$ cat config.mk
export PLATFORM = sky130hd
export DESIGN_NAME = keypad_port
export DESIGN_NICKNAME = d
export VERILOG_FILES = /design/src/rtl/keypad_port.sv
export SDC_FILE = /design/constraint.sdc
export NUM_CORES = 1
export LEC_CHECK = 0
export BUFFER_PORTS_ARGS = -buffer_cell sky130_fd_sc_hd__buf_2
export CAP_MARGIN = 20
export CORE_MARGIN = 2
export CORE_UTILIZATION = 40
export DETAILED_ROUTE_END_ITERATION = 16
export PLACE_DENSITY = 0.73
export SYNTH_ARGS = -nofsm -noshare
export SYNTH_HDL_FRONTEND = slang
export SYNTH_SLANG_ARGS = --single-unit
$ cat constraint.sdc
create_clock -name clk -period 4.76 [get_ports clk]
set_clock_uncertainty 0.2 [all_clocks]
set_input_delay 0.476 -clock clk [delete_from_list [all_inputs] [get_ports clk]]
set_output_delay 0.476 -clock clk [all_outputs]
set_load 0.005 [all_outputs]
$ cat src/rtl/keypad_port.sv
module keypad_port #(
  parameter int DEV_ID = 2,
  parameter int TICKS  = 2500
) (
  input  logic        clk,
  input  logic        rst_n,
  output logic        irq,
  input  logic        ack_in,
  output logic        ack_out,
  input  logic [31:0] dev_addr,
  output logic [31:0] bus_data,
  output logic        bus_drive
);
  localparam int MSG_LEN = 12;
  localparam int IW = $clog2(MSG_LEN);
  localparam int CW = $clog2(TICKS);
  localparam logic [IW-1:0] LAST = IW'(MSG_LEN - 1);

  function automatic logic [6:0] glyph(input logic [IW-1:0] i);
    case (i)
      4'd0:    glyph = 7'h48;
      4'd1:    glyph = 7'h65;
      4'd2:    glyph = 7'h6C;
      4'd3:    glyph = 7'h6C;
      4'd4:    glyph = 7'h6F;
      4'd5:    glyph = 7'h20;
      4'd6:    glyph = 7'h77;
      4'd7:    glyph = 7'h6F;
      4'd8:    glyph = 7'h72;
      4'd9:    glyph = 7'h6C;
      4'd10:   glyph = 7'h64;
      default: glyph = 7'h21;
    endcase
  endfunction

  logic [CW-1:0] cnt;
  logic [IW-1:0] idx;
  logic          resp;
  logic          tick, take, sel;

  assign tick = (cnt == CW'(TICKS - 1));
  assign take = ack_in & irq;
  assign sel  = (dev_addr == 32'(DEV_ID)) && (dev_addr != 32'd0);

  always_ff @(posedge clk) begin
    if (!rst_n) begin
      cnt  <= '0;
      idx  <= LAST;
      irq  <= 1'b0;
      resp <= 1'b0;
    end else begin
      cnt  <= tick ? '0 : cnt + 1'b1;
      resp <= take;
      irq  <= tick | (irq & ~ack_in);
      if (tick) idx <= (idx == LAST) ? '0 : idx + 1'b1;
    end
  end

  assign ack_out   = ack_in & ~irq & ~resp;
  assign bus_drive = resp | sel;
  assign bus_data  = resp ? 32'(DEV_ID) :
                     sel  ? {25'd0, glyph(idx)} : 32'd0;
endmodule

==> flow_results.org <==
** Power and ir drop
- Summing internal, switching and leakage power gives 0.000369 W.
- Of the total power, the share spent switching nets is between 20% and 30%.
- Per report_power, the sequential group accounts for 57.8% of the total.
- Net Sw Power :: 0.0000847 W
- The internal power of the cells totals approximately 0.00028 W.
- The clock network burns 34.8% of the power.
- Cell leakage power :: 0.821 nW
- Areal power density over the cells :: between 200 and 250 mW/mm2
- Portion of total power attributed to combinational logic :: 7.4%
- The worst-case IR drop observed on VDD is 0.0000864 V.

** Final layout
- Post-layout instance count excluding filler cells :: 258
- The sequential cells in the finished layout cover a total of 500 um2.
- Share of cells above drive strength 1 :: 26.7%
- Layout Area Growth over Synthesis :: 15.2%
- Number of fillers in the final layout :: roughly 350
- Multi-input combinational cell area :: 840 um2
- Diode insertion count for antenna repair :: 0
- At the end of the flow, the number of nets in the layout was 254.

** Clocking
- Setup fix buffers added after clock tree synthesis :: 0
- Clock tree root buffer cell :: clkbuf_8
- The clock passes through at most 2 buffers.
- TritonCTS built the clock tree.
- Sink Count :: 25
- Clock latency on the worst-skew pair :: roughly 0.28 ns
- CTS Hold Buffers Added :: 0
- Number of cells upsized or downsized after cts :: 0
- Clock H-tree levels :: 1
- Number of buffers created by CTS :: 3
- Clock-pin transition on the worst setup and hold timing paths :: about 0.090 ns

** Detailed routing
- For this run, design rule violations remaining after detail routing come to 0.
- The detail route stage leaves a number of antenna-violating nets equal to 0.
- For this block, the via count after detailed routing is approximately 1200.
- The routed design has approximately 2600 um of wire.
- Via density per instance :: about 4.6
- Post-detailed-route wirelength per cell :: 10.0 um
- In this run, the number of DRC markers left after iteration 0 of detailed routing was 23.
- For this run, the detailed router's first-pass iteration total came to 2.

** Placed design
- Summed over all nets, the half-perimeter wirelength after detailed placement is between 2000 and 2500 um.
- Before CTS, the worst setup slack after placement is approximately 2.3 ns.
- Port-buffer cells :: 44
- Final estimated routing congestion in global placement :: between 0.7 and 0.8
- Placed Cells incl. Taps :: between 200 and 300

** Worst setup path
- Critical path data arrival time :: 2.44 ns
- Highest fanout seen on the critical path :: 6
- Type of the worst setup path :: flip-flop to flip-flop
- On the worst path, the slowest cell contributes a delay of 0.39 ns.
- STA classifies the critical path endpoint as a flip-flop.
- Together, buffers and inverters on the worst path number 1.
- The largest individual stage delay along the critical path comes from the cell dfxtp_1.
- Among the stages of the critical path, the cell type that occurs most often is ha_1.
- Worst setup slack for register-to-register paths :: 2.33 ns
- The signal on the critical path passes through ha_1, and4bb_1, nand3_1, a21oi_1, nand2_1, ha_1, inv_1, mux2_4, o2bb2ai_2.
- Critical Path Start Type :: flip-flop
- Kind of cell adding the most delay to the critical path :: simple AND/OR/NAND/NOR gates
- Data on the critical path is required at its endpoint by 4.77 ns.

** Die
- Placeable core region :: 0.00361 mm2
- Starting utilization of the core area :: 40.8%
- Top Ports :: 70
- The die is 64.7 um tall.
- Measured along the x axis, the die boundary spans between 60 and 70 um.
- # rows :: 22
- Die outline area :: 0.00418 mm2

** Worst hold path
- Min-delay worst type :: primary input to flip-flop

** STA
- In the finished design, the share of the clock period the worst path needs comes to between 50% and 60%.
- On the final layout, the worst hold slack is 0.259 ns.
- Counting I/O delays and the setup requirement, the final critical path takes 2.43 ns.
- Max Transition Viols Final :: 0
- Setup-violating endpoint count in the final report :: 0
- Setup repair after global routing left no endpoint under its margin.
- In the final timing run, aggregate negative setup slack is 0 ns.
- F_max :: 411 MHz
- Setup slack closes at 2.33 ns.
- The number of hold violations in the final report is 0.

** Yosys
- Gate Count Post-Synth :: 165
- After synthesis, the mean cell area works out to 8.92 um2.
- Netlist area before placement :: 0.00147 mm2
- For this run, the number of Yosys warnings is 0.
- Number of library cell types mapped by synthesis :: 39
- After synthesis the netlist holds a flip-flop and latch count of 25.
- Proportion of synthesized chip area in sequential cells :: 34.0%

** Global routing
- The first global-routing pass estimated ~4100 um of wire.
- Total track usage :: 12.8%
- Entering global routing, the biggest net connects 16 pins.
- The via count of the first global-routing pass is 959.
- The number of antenna violations at the first check in global routing came to 0.
- Global routing finished with a remaining overflow of 0.

** Outcome
- Result of the run :: finished, final reports clean

** Flow run
- Across the run, the number of max-cap violations was 0.
-- layout by cell type (no fill, tap or decap), types with 2 or more instances in the layout --
| cell type | n |
|---|---|
| inv_1 | 6 |
| conb_1 | 25 |
| ha_1 | 8 |
| xnor2_1 | 6 |
| nor4_1 | 7 |
| nor3b_1 | 2 |
| a21o_1 | 2 |
| a311oi_1 | 2 |
| and3_1 | 8 |
| a22o_1 | 2 |
| nand3_1 | 6 |
| o21ai_1 | 2 |
| a21oi_1 | 2 |
| buf_2 | 44 |
| clkbuf_8 | 3 |
| nand2b_1 | 2 |
| mux2_4 | 2 |
| dfxtp_1 | 25 |
| and2_1 | 8 |
| nor2b_1 | 2 |
| nand2_1 | 9 |
| xor2_1 | 4 |
| nand4_1 | 3 |
| nor2_1 | 14 |
-- power groups by stage --
stage | registers (W) | clock network, W | logic [W]
2_1_floorplan | 0.000218 | 0 | 0.0000266
3_3_place_gp | 0.000218 | 0 | 0.0000272
3_5_place_dp | 0.000218 | 0 | 0.0000272
4_1_cts | 0.000213 | 0.000133 | 0.0000274
5_1_grt | 0.000214 | 0.000142 | 0.0000309
6_report | 0.000213 | 0.000128 | 0.0000273
-- through the flow --
step	utilization [%]	area [um2]
after floorplan	-	1560
after global placement	45.7	1650
after detailed placement	45.7	1650
after CTS	47.0	1700
after global routing	47.0	1700
final	47.0	1700
-- cell type report --
type                            instances  area share [%]
Inverter                                7            1.55
Tap cell                               48            3.54
Sequential cell                        25            29.5
Timing Repair Buffer                   44            13.0
Multi-Input combinational cell        130            49.5
Clock inverter                          1           0.443
Clock buffer                            3            2.44
-- cells by family after synthesis --
kind of cell	after synthesis	synth area share, %
and+or+nand+nor	70	27.6
buffers and inverters	34	15.1
xor gates and xnor gates	10	5.95
muxes	2	2.04
AOI/OAI and AO/OA	15	8.33
DFF	25	34.0
other	1	0.255
adders and majority gates	8	6.80
-- cell usage after synthesis --
library cell	count	area, um2
o21ai_0	1	5.00
o21ai_1	2	10.0
nor3_1	1	5.00
or2_2	1	6.26
and3_4	1	11.3
nor2_1	14	52.6
nand2_1	9	33.8
buf_4	25	188
or3_1	1	6.26
nor4_1	7	43.8
xnor2_1	6	52.6
nor4_4	1	21.3
a41oi_2	1	16.3
inv_1	6	22.5
inv_2	1	3.75
mux2_4	2	30.0
and4bb_1	1	12.5
and4_1	1	8.76
a311oi_1	2	17.5
dfxtp_1	25	500
conb_1	1	3.75
a22o_1	2	17.5
xor2_1	4	35.0
a21oi_1	2	10.0
nand2b_1	2	12.5
o2bb2ai_1	1	8.76
a21o_1	2	15.0
ha_1	8	100
clkbuf_1	2	7.51
and3_1	8	50.1
nor2b_1	2	12.5
nor3b_1	2	15.0
nor4b_1	1	8.76
nand3_1	6	30.0
nand4_1	3	18.8
a21boi_1	1	7.51
or2_1	1	6.26
o2bb2ai_2	1	15.0
and2_1	8	50.1
-- layer usage --
layer,GRT usage (%),part of all wire [%],up-vias
li1,-,-,607
met1,13.9,41,510
met2,23.2,48,56
met3,1.91,8.3,5
met4,7.71,2.4,0
met5,0,0,-
-- worst paths after layout --
path / startpoint / end / cells past startpoint
setup reg to reg: cnt[0] / flip-flop / 9
setup / recovery: cnt[0] / flip-flop / 9
hold / removal: ack_in / resp / 2
hold reg to reg: cnt[0] / cnt[0] / 1
(Power assumes the default switching activity.)
